[src/rtl/ioexp_pkg.sv]
package ioexp_pkg;
  localparam int NUM_BANKS_DEF = 5;
  localparam int BANK_W_DEF    = 8;
  localparam int NUM_GRPS      = 4;
  localparam int PTR_W         = 6;
  localparam int BANK_IDX_W    = 3;
  localparam logic [3:0] DEV_PREFIX = 4'b0100;

  typedef enum logic [2:0] {
    ST_IDLE = 3'd0,
    ST_ADDR = 3'd1,
    ST_CMD  = 3'd2,
    ST_DATA = 3'd3,
    ST_SKIP = 3'd4
  } seq_state_e;
endpackage

[src/rtl/ioexp_seq.sv]
module ioexp_seq
  import ioexp_pkg::*;
#(
  parameter int BYTE_W = 8
) (
  input  logic              clk_i,
  input  logic              rst_ni,
  input  logic [2:0]        dev_pins_i,
  input  logic              start_i,
  input  logic              stop_i,
  input  logic              valid_i,
  input  logic [BYTE_W-1:0] byte_i,
  input  logic              ack_slot_i,
  output logic              ack_o,
  output logic              cmd_load_o,
  output logic              commit_o,
  output logic [BYTE_W-1:0] wdata_o
);
  seq_state_e        state_q, state_d;
  logic              pend_q, pend_d, pend_set;
  logic [BYTE_W-1:0] data_q;
  logic              addr_hit;

  assign addr_hit = (byte_i[BYTE_W-1:1] == {DEV_PREFIX, dev_pins_i}) && !byte_i[0];

  always_comb begin
    state_d    = state_q;
    ack_o      = 1'b0;
    cmd_load_o = 1'b0;
    pend_set   = 1'b0;
    if (start_i) begin
      state_d = ST_ADDR;
    end else if (stop_i) begin
      state_d = ST_IDLE;
    end else if (valid_i) begin
      unique case (state_q)
        ST_ADDR: begin
          ack_o   = addr_hit;
          state_d = addr_hit ? ST_CMD : ST_SKIP;
        end
        ST_CMD: begin
          ack_o      = 1'b1;
          cmd_load_o = 1'b1;
          state_d    = ST_DATA;
        end
        ST_DATA: begin
          ack_o    = 1'b1;
          pend_set = 1'b1;
        end
        default: ;
      endcase
    end
  end

  assign commit_o = ack_slot_i && pend_q;
  assign wdata_o  = data_q;

  always_comb begin
    pend_d = pend_q;
    if (start_i || stop_i) pend_d = 1'b0;
    else if (pend_set)     pend_d = 1'b1;
    else if (commit_o)     pend_d = 1'b0;
  end

  always_ff @(posedge clk_i or negedge rst_ni) begin
    if (!rst_ni) begin
      state_q <= ST_IDLE;
      pend_q  <= 1'b0;
    end else begin
      state_q <= state_d;
      pend_q  <= pend_d;
    end
  end

  always_ff @(posedge clk_i or negedge rst_ni) begin
    if (!rst_ni)       data_q <= '0;
    else if (pend_set) data_q <= byte_i;
  end

  assert_ack_needs_byte_R1: assert property (@(posedge clk_i) disable iff (!rst_ni)
    !valid_i |-> !ack_o);
  assert_skip_silent_R1: assert property (@(posedge clk_i) disable iff (!rst_ni)
    (state_q == ST_SKIP && !start_i) |-> !ack_o);
  assert_start_rearms_R7: assert property (@(posedge clk_i) disable iff (!rst_ni)
    start_i |=> (state_q == ST_ADDR && !pend_q));
  assert_stop_idles_R7: assert property (@(posedge clk_i) disable iff (!rst_ni)
    (stop_i && !start_i) |=> (state_q == ST_IDLE && !pend_q));
endmodule

[src/rtl/ioexp_ptr.sv]
module ioexp_ptr
  import ioexp_pkg::*;
#(
  parameter int NUM_BANKS = NUM_BANKS_DEF,
  parameter int BYTE_W    = 8
) (
  input  logic                  clk_i,
  input  logic                  rst_ni,
  input  logic                  load_i,
  input  logic [BYTE_W-1:0]     cmd_i,
  input  logic                  adv_i,
  output logic [NUM_GRPS-1:0]   wr_sel_o,
  output logic [BANK_IDX_W-1:0] wr_bank_o
);
  localparam int GRP_W = PTR_W - BANK_IDX_W;

  logic [PTR_W-1:0]      ptr_q, ptr_d;
  logic                  ai_q, ai_d;
  logic [GRP_W-1:0]      grp;
  logic [BANK_IDX_W-1:0] bank, bank_nxt;
  logic                  bank_ok, wr_ok;

  assign grp     = ptr_q[PTR_W-1:BANK_IDX_W];
  assign bank    = ptr_q[BANK_IDX_W-1:0];
  assign bank_ok = int'(bank) < NUM_BANKS;

  for (genvar g = 0; g < NUM_GRPS; g++) begin : g_sel
    assign wr_sel_o[g] = bank_ok && (grp == GRP_W'(g + 1));
  end

  assign wr_ok     = |wr_sel_o;
  assign wr_bank_o = bank;
  assign bank_nxt  = (int'(bank) == NUM_BANKS - 1) ? '0 : bank + 1'b1;

  always_comb begin
    ptr_d = ptr_q;
    ai_d  = ai_q;
    if (load_i) begin
      ptr_d = cmd_i[PTR_W-1:0];
      ai_d  = cmd_i[BYTE_W-1];
    end else if (adv_i && ai_q && wr_ok) begin
      ptr_d = {grp, bank_nxt};
    end
  end

  always_ff @(posedge clk_i or negedge rst_ni) begin
    if (!rst_ni) begin
      ptr_q <= '0;
      ai_q  <= 1'b0;
    end else begin
      ptr_q <= ptr_d;
      ai_q  <= ai_d;
    end
  end

  assert_wrap_in_group_R4: assert property (@(posedge clk_i) disable iff (!rst_ni)
    (adv_i && !load_i && ai_q && wr_ok) |=>
      (grp == $past(grp)) && (int'(bank) < NUM_BANKS) && (bank != $past(bank)));
  assert_hold_no_ai_R3: assert property (@(posedge clk_i) disable iff (!rst_ni)
    (adv_i && !load_i && !ai_q) |=> $stable(ptr_q));
  assert_reserved_holds_R6: assert property (@(posedge clk_i) disable iff (!rst_ni)
    (adv_i && !load_i && !wr_ok) |=> $stable(ptr_q));
  assert_sel_onehot_R2: assert property (@(posedge clk_i) disable iff (!rst_ni)
    $onehot0(wr_sel_o));
endmodule

[src/rtl/ioexp_bank_regs.sv]
module ioexp_bank_regs
  import ioexp_pkg::*;
#(
  parameter int NUM_BANKS = NUM_BANKS_DEF,
  parameter int BANK_W    = BANK_W_DEF,
  parameter bit RST_ONES  = 1'b0
) (
  input  logic                    clk_i,
  input  logic                    rst_ni,
  input  logic                    we_i,
  input  logic [BANK_IDX_W-1:0]   bank_i,
  input  logic [BANK_W-1:0]       data_i,
  output logic [NUM_BANKS*BANK_W-1:0] bits_o
);
  localparam logic [BANK_W-1:0] RST_VAL = {BANK_W{RST_ONES}};

  for (genvar b = 0; b < NUM_BANKS; b++) begin : g_bank
    logic              en;
    logic [BANK_W-1:0] q, d;

    assign en = we_i && (bank_i == BANK_IDX_W'(b));

    always_comb begin
      d = q;
      if (en) d = data_i;
    end

    always_ff @(posedge clk_i or negedge rst_ni) begin
      if (!rst_ni) q <= RST_VAL;
      else         q <= d;
    end

    assign bits_o[b*BANK_W +: BANK_W] = q;
  end

  assert_write_only_on_commit_R5: assert property (@(posedge clk_i) disable iff (!rst_ni)
    !we_i |=> $stable(bits_o));
endmodule

[src/rtl/ioexp_wr_engine.sv]
module ioexp_wr_engine
  import ioexp_pkg::*;
#(
  parameter int NUM_BANKS = NUM_BANKS_DEF,
  parameter int BANK_W    = BANK_W_DEF,
  localparam int LINES    = NUM_BANKS * BANK_W
) (
  input  logic             clk_i,
  input  logic             rst_ni,
  input  logic [2:0]       dev_pins_i,
  input  logic             bus_start_i,
  input  logic             bus_stop_i,
  input  logic             rx_valid_i,
  input  logic [7:0]       rx_byte_i,
  input  logic             ack_slot_i,
  output logic             ack_o,
  input  logic             oe_ni,
  output logic [LINES-1:0] pin_o,
  output logic [LINES-1:0] pin_en_o,
  output logic [LINES-1:0] pol_o,
  output logic [LINES-1:0] cfg_o,
  output logic [LINES-1:0] mask_o
);
  logic [1:0]            rst_sync_q;
  logic                  rst_n;
  logic                  cmd_load, commit;
  logic [7:0]            wdata;
  logic [NUM_GRPS-1:0]   wr_sel;
  logic [BANK_IDX_W-1:0] wr_bank;
  logic [LINES-1:0]      grp_bits [NUM_GRPS];

  always_ff @(posedge clk_i or negedge rst_ni) begin
    if (!rst_ni) rst_sync_q <= 2'b00;
    else         rst_sync_q <= {rst_sync_q[0], 1'b1};
  end
  assign rst_n = rst_sync_q[1];

  ioexp_seq #(.BYTE_W(8)) u_seq (
    .clk_i      (clk_i),
    .rst_ni     (rst_n),
    .dev_pins_i (dev_pins_i),
    .start_i    (bus_start_i),
    .stop_i     (bus_stop_i),
    .valid_i    (rx_valid_i),
    .byte_i     (rx_byte_i),
    .ack_slot_i (ack_slot_i),
    .ack_o      (ack_o),
    .cmd_load_o (cmd_load),
    .commit_o   (commit),
    .wdata_o    (wdata)
  );

  ioexp_ptr #(.NUM_BANKS(NUM_BANKS), .BYTE_W(8)) u_ptr (
    .clk_i     (clk_i),
    .rst_ni    (rst_n),
    .load_i    (cmd_load),
    .cmd_i     (rx_byte_i),
    .adv_i     (commit),
    .wr_sel_o  (wr_sel),
    .wr_bank_o (wr_bank)
  );

  for (genvar g = 0; g < NUM_GRPS; g++) begin : g_grp
    ioexp_bank_regs #(
      .NUM_BANKS (NUM_BANKS),
      .BANK_W    (BANK_W),
      .RST_ONES  (g >= 2)
    ) u_regs (
      .clk_i  (clk_i),
      .rst_ni (rst_n),
      .we_i   (commit && wr_sel[g]),
      .bank_i (wr_bank),
      .data_i (wdata[BANK_W-1:0]),
      .bits_o (grp_bits[g])
    );
  end

  assign pin_o    = grp_bits[0];
  assign pol_o    = grp_bits[1];
  assign cfg_o    = grp_bits[2];
  assign mask_o   = grp_bits[3];
  assign pin_en_o = ~grp_bits[2] & {LINES{~oe_ni}};
endmodule

[config.mk]
export PLATFORM = sky130hd
export DESIGN_NAME = ioexp_wr_engine
export DESIGN_NICKNAME = d
export VERILOG_FILES = /design/src/rtl/ioexp_pkg.sv /design/src/rtl/ioexp_seq.sv /design/src/rtl/ioexp_ptr.sv /design/src/rtl/ioexp_bank_regs.sv /design/src/rtl/ioexp_wr_engine.sv
export SDC_FILE = /design/constraint.sdc
export NUM_CORES = 1
export LEC_CHECK = 0
export BUFFER_PORTS_ARGS = -buffer_cell sky130_fd_sc_hd__buf_2
export CAP_MARGIN = 20
export CELL_PAD_IN_SITES_DETAIL_PLACEMENT = 0
export CELL_PAD_IN_SITES_GLOBAL_PLACEMENT = 1
export CORE_MARGIN = 2
export CORE_UTILIZATION = 40
export CTS_CLUSTER_SIZE = 16
export DETAILED_ROUTE_END_ITERATION = 7
export PLACE_DENSITY_LB_ADDON = 0.1
export SYNTH_ARGS = -nofsm -noshare
export SYNTH_HDL_FRONTEND = slang
export SYNTH_HIERARCHICAL = 1
export SYNTH_SLANG_ARGS = --single-unit
[constraint.sdc]
create_clock -name clk_i -period 7.4 [get_ports clk_i]
set_input_delay 0 -clock clk_i [delete_from_list [all_inputs] [get_ports clk_i]]
set_output_delay 0 -clock clk_i [all_outputs]
set_load 0.05 [all_outputs]
* After elaboration in Yosys (flattened, before gate mapping)
Index checks and enable logic that the tools add are counted.
Cells by class: reduce and logical (&&, ||, !) cells 42, bitwise operators 3, eq/ne operators 13, magnitude comparators 1, add/subtract/negate cells 1, multiplexer cells 23
Operators by type and width (number):
- 40-bit AND | 1
- 40-bit inverter | 1
- 1-bit logical AND | 32
- 3-bit by 2-bit == test with 1-bit output (second input constant) | 6
- 3-bit 2-to-1 mux | 6
- 1-bit 2-to-1 mux | 14
- 3-bit by 1-bit == test with 1-bit output (second input constant) | 3
- 3-bit == test (second input constant) | 3
- 7-bit by 6-bit == test with 1-bit output | 1
- 6-bit 2-to-1 mux | 1
- 3-bit one-hot mux with 2 select lines | 1
- 3-bit nonzero test | 2
- 4-bit nonzero test | 1
- 4-bit OR reduction | 1
- 3-bit by 1-bit adder with 3-bit output (second input constant) | 1
- 3-bit zero test | 1
- 3-bit < comparator (second input constant) | 1
- 1-bit one-hot mux with 2 select lines | 1
- 2-bit AND reduction | 1
- 2-bit nonzero test | 1
- 2-bit OR reduction | 1
- 1-bit zero test | 1
- 1-bit logical OR | 1
- 1-bit inverter | 1
Storage, ports and cells: output and inout port bits 201, logic and storage cells 110, flip-flop bits (word level) 181, input bits 18

* Longest topological paths before layout
depth in word-level cells 7, gate-level depth with buffers 6, gate-level depth less buffers 5

* Cells and area by module
Netlist, hierarchy kept.
By module, submodules not included:
- ioexp_bank_regs (g_grp[2].u_regs ...) | seq. area each 1051.0 um^2, cells an instance 88, area each 1579.0 um^2, instances 2
- ioexp_bank_regs (g_grp[0].u_regs ...) | seq. area each 1001.0 um^2, cells an instance 88, area each 1529.0 um^2, instances 2
- ioexp_seq | seq. area each 300.3 um^2, cells an instance 45, area each 581.8 um^2, instances 1
- ioexp_ptr | seq. area each 175.2 um^2, cells an instance 47, area each 474.2 um^2, instances 1
- ioexp_wr_engine | seq. area each 50.0 um^2, cells an instance 51, area each 274.0 um^2, instances 1

* Worst setup path after synthesis
No wires, ideal clock.
kind reg-to-reg, from register u_ptr.ptr_q[0], to register g_grp[1].u_regs.g_bank[1].q[0], required time 7275 ps, period minus slack after synthesis 1963 ps, setup slack 5437 ps, buffers on the path 1, setup time 125 ps, data arrival time 1839 ps, stages on the path, launching flop included 7, path through dfrtp_1 -> o21a_4 -> nor4b_1 -> and2_1 -> nor4bb_1 -> buf_2 -> mux2_2
On the way: cells in the longest elaborated chain, start to end 4, elaborated cells on any way between the ends 5, those cells by class order compare (1); eq/ne (1); reduce/logical (3)
RTL lines:
- start: declaration | line ioexp_ptr.sv:17 | logic [PTR_W-1:0] ptr_q, ptr_d;
- start signal: assignment | line ioexp_ptr.sv:51 | ptr_q <= ptr_d;
- 3-bit < comparator | line ioexp_ptr.sv:25 | assign bank_ok = int'(bank) < NUM_BANKS;
- 1-bit logical AND | line ioexp_ptr.sv:28 | assign wr_sel_o[g] = bank_ok && (grp == GRP_W'(g + 1));
- named net wr_sel[1] | line ioexp_wr_engine.sv:28 | logic [NUM_GRPS-1:0] wr_sel;
- 1-bit logical AND | line ioexp_wr_engine.sv:71 | .we_i (commit && wr_sel[g]),
- 1-bit logical AND | line ioexp_bank_regs.sv:21 | assign en = we_i && (bank_i == BANK_IDX_W'(b));
- end signal: assignment | line ioexp_bank_regs.sv:29 | if (!rst_ni) q <= RST_VAL;
- end signal: assignment | line ioexp_bank_regs.sv:30 | else q <= d;
- end: declaration | line ioexp_bank_regs.sv:19 | logic [BANK_W-1:0] q, d;
The timed path passes the listed nets, and every way through them passes these cells. A chain may end at the register's enable or synchronous reset.

* Final worst setup path
from register u_ptr.ptr_q[2], to register g_grp[0].u_regs.g_bank[1].q[1]
On the way: cells in the longest elaborated chain, start to end 4, elaborated cells on any way between the ends 5, those cells by class order compare (1); eq/ne (1); reduce/logical (3)
RTL lines (line):
- 3-bit < comparator | ioexp_ptr.sv:25
- 1-bit logical AND | ioexp_ptr.sv:28
- named net wr_sel[0] | ioexp_wr_engine.sv:28
- 1-bit logical AND | ioexp_wr_engine.sv:71
- 1-bit logical AND | ioexp_bank_regs.sv:21
- end signal: assignment | ioexp_bank_regs.sv:29
- end signal: assignment | ioexp_bank_regs.sv:30
- end: declaration | ioexp_bank_regs.sv:19
The timed path passes the listed nets, and every way through them passes these cells.

==> run_results.csv <==
group,metric,value,unit
synth,synth_area_leader_cell,"dfrtp_1",
synth,ys_warn_count,6,
cts,tritoncts,"done",
timing,fin_skew,0.008059,ns
finish,fin_nets,762,
placement,gp_congestion,0.8209,
global_route,grt_use_total,19.57,%
floorplanning,die_h,141.4,um
worst_setup_path,cp_slowest_cell,"nor4bb_2",
placement,io_buffers,218,
cts,h-tree-depth,4,
synth,ys_seq_elements,181,
floorplanning,initial_core_util,40.61,%
timing,setup_slack,4.395,ns
routing,highest_layer,"met4",
min_path,hold_path_startpoint,"dev_pins_i[1]",
global_route,grt_pass1_wl,29700,um
floorplanning,io_pins,219,
worst_setup_path,critPathKind,"flip-flop to flip-flop",
cts,cts-root-buf,"clkbuf_16",
timing,setup_violations,0,
worst_setup_path,r2r-start,"u_ptr/ptr_q[2]$_DFFE_PN0P_",
power,p_leak,4.943,nW
placement,hpwl,12540,um
synth,synth-main-ff-cell,"dfrtp_1",
floorplanning,core,0.01858,sq mm
min_path,min_to,"u_seq/state_q[2]$_DFFE_PN0P_",
worst_setup_path,slowest_delay,0.90,ns
worst_setup_path,crit_family,"simple AND/OR/NAND/NOR gates",
routing,drt-initial-drc-count,151,
timing,holdWs,0.06236,ns
timing,rsz0062_at_grt,"no",
routing,drt-met1-wl,8554,um
min_path,hp-class,"input port to flip-flop",
placement,postPlaceCellArea,0.008905,sq mm
worst_setup_path,cp_cell_sequence,"o21a_4 > nor4b_1 > and2_1 > nor4bb_2 > mux2_2",
global_route,grt_max_degree,84,
routing,antenna_left,0,
worst_setup_path,reg2reg_to,"g_grp[0].u_regs/g_bank[1].q[1]$_DFFE_PN0P_",
synth,syn_nets,515,
synth,synth.top_cell.area_share,33.49,%
timing,period_share,40.61,%
worst_setup_path,r2r_setup_slack,4.39,ns
timing,timing.slew.headroom,26.20,%
finish,layout.cells.non_filler,989,
floorplanning,die_area,0.01998,sq mm
finish,finish.instance_area,0.009714,sq mm
synth,syn_inst,495,
worst_setup_path,crit_required,7.71,ns
global_route,gr-total-overflow,0,
worst_setup_path,start_kind,"flip-flop",
routing,wl,19040,um
worst_setup_path,critPathMaxFanout,24,
run_status,status,"finished clean",
worst_setup_path,worstPathArrival,3.32,ns
timing,hold_violations,0,
synth,yosysSeqAreaShare,61.35,%
routing,routedWlPerCell,19.25,um
global_route,grt_pass1_vias,5083,
routing,wl_met2,9198,um
finish,layout-drive-gt1-share,70.46,%
power,p_per_area,206.7,mW/mm^2
cts,cts_buffer_depth,2,
worst_setup_path,crit_path_end_kind,"flip-flop",
synth,synth_area_leaders,"dfrtp_1, dfstp_2, mux2_2, nor2_1, nor4bb_1",
timing,drv_slew,0,
routing,vias,5033,
synth,ys_types,40,
routing,first_pass_iters,4,
power,ir_drop,0.1443,mV
worst_setup_path,path_buf_inv,0,
cts,clock_sinks,181,
cts,clk_latency,0.43,ns
finish,diodes,0,
cts,cts_buffers,17,
finish,final_core_util,52.28,%
synth,synth.avg_cell_area,15.24,sq um
power,power,2.008,mW
placement,dp_slack,4.394,ns
timing,fin_setup_tns,0,ns
placement,dp.cells,937,
floorplanning,die_w,141.4,um
synth,synth_edf_count,0,
routing,drc,0,
timing,timing.fmax,332.7,MHz
routing,wl_met3,1019,um
global_route,antenna_found_initial,0,
flow_run,cap_violations,0,
finish,area_growth,28.73,%
timing,tightest_slew,1.107,ns
min_path,min_path_cells,4,
timing,period_needed,3.005,ns
synth,postSynth.asyncResetShare,100.0,%
cts,cts_resized,0,
cts,clk_pin_slew,0.07,ns
worst_setup_path,rr_worst_depth,5,
floorplanning,rows,50,
routing,viasPerCell,5.089,
synth,synth_area,0.007546,sq mm
==> registers in the layout (all words and copies together), names as in the netlist <==
name,count
u_ptr/ptr_q,6
u_seq/pend_q,1
u_seq/wdata_o,8
g_grp.u_regs/g_bank.q,160
rst_sync_q,2
u_ptr/ai_q,1
u_seq/state_q,3
==> per-layer routing <==
metal	vias to the layer above	global-route usage, %
met5	-	0
met4	0	5.947
met3	20	4.556
met2	164	31.76
met1	2574	26.33
li1	2275	-
==> layout by cell type (no fill, tap or decap), types with 2 or more instances in the layout <==
master	count
nor4b_1	3
bufinv_16	2
nor4bb_1	7
dfrtp_1	100
ha_1	2
inv_6	4
o21ai_0	2
a2111oi_0	2
dfstp_2	80
clkbuf_16	17
nor2_1	45
clkinvlp_4	4
nor4bb_2	5
nor2b_1	2
clkbuf_4	2
nand4b_1	5
inv_8	3
and2_1	5
mux2_2	172
dlygate4sd3_1	17
nor4b_4	5
buf_4	11
buf_2	218
xnor2_1	3
inv_1	4
o21bai_1	3
nand2_1	9
==> synth_stat cells (2+ instances only) <==
master,n
a2111oi_0,2
nor2b_1,2
mux2_2,172
nor4bb_1,12
buf_4,3
inv_1,4
dfstp_2,80
ha_1,2
nand4b_1,5
nor4b_4,5
buf_2,12
nand2_1,9
and2_1,5
nor2_1,45
xnor2_1,3
dfrtp_1,101
o21bai_1,3
o21ai_0,2
nor4b_1,3
buf_6,5
==> logic make-up after synthesis <==
group	Yosys count	synth area share, %
adder cells (fa/ha/maj)	2	0.3316
multiplexers	173	25.80
flip-flops	181	61.35
AND/OR/NAND/NOR	94	8.224
buffers and inverters	25	2.089
other	1	0.04970
XOR/XNOR	3	0.3483
AO/OA/AOI/OAI	16	1.807
==> area by class of cell <==
class	instances	area (sq um)
inverter	4	15.01
clock inverter	14	167.7
multi-input combinational	289	2790
timing repair buffer	249	1386
clock buffer	18	429.2
fill	1616	8866
tap	234	292.8
sequential	181	4633
==> where the power goes <==
| group | total (mW) | leakage (nW) | switching (mW) | internal [mW] |
|---|---|---|---|---|
| sequential | 0.996 | 2.22 | 0.00360 | 0.993 |
| combinational | 0.0995 | 2.44 | 0.0740 | 0.0254 |
| clock | 0.912 | 0.280 | 0.403 | 0.509 |
==> how the worst max path moves through the flow <==
stage | startpoint | end | slack (ns) | depth (start not counted)
2_1_floorplan | rst_sync_q[1]$_DFF_PN0_ | g_grp[0].u_regs/g_bank[0].q[0]$_DFFE_PN0P_ | 2.12 | 0
3_3_place_gp | u_ptr/ptr_q[2]$_DFFE_PN0P_ | g_grp[0].u_regs/g_bank[1].q[3]$_DFFE_PN0P_ | 4.53 | 5
3_5_place_dp | u_ptr/ptr_q[2]$_DFFE_PN0P_ | g_grp[0].u_regs/g_bank[1].q[3]$_DFFE_PN0P_ | 4.39 | 5
4_1_cts | u_ptr/ptr_q[2]$_DFFE_PN0P_ | g_grp[2].u_regs/g_bank[4].q[1]$_DFFE_PN1P_ | 4.37 | 5
5_1_grt | u_ptr/ptr_q[2]$_DFFE_PN0P_ | g_grp[0].u_regs/g_bank[1].q[1]$_DFFE_PN0P_ | 4.13 | 5
6_report | u_ptr/ptr_q[2]$_DFFE_PN0P_ | g_grp[0].u_regs/g_bank[1].q[1]$_DFFE_PN0P_ | 4.39 | 5
==> worst min-delay path, delay by kind of cell <==
| kind | cells | cell delay, ns |
|---|---|---|
| xor gates and xnor gates | 1 | 0.07 |
| buffers and inverters | 1 | 0.08 |
| AOI/OAI and AO/OA | 1 | 0.17 |
| and+or+nand+nor | 1 | 0.13 |
==> repair_timing <==
action                                 4_1_cts  5_1_grt
setup buffers                                0        0
hold buffers                                17        0
endpoints found under the hold margin       21        0
No activity file was read; power rests on OpenSTA's default activity.
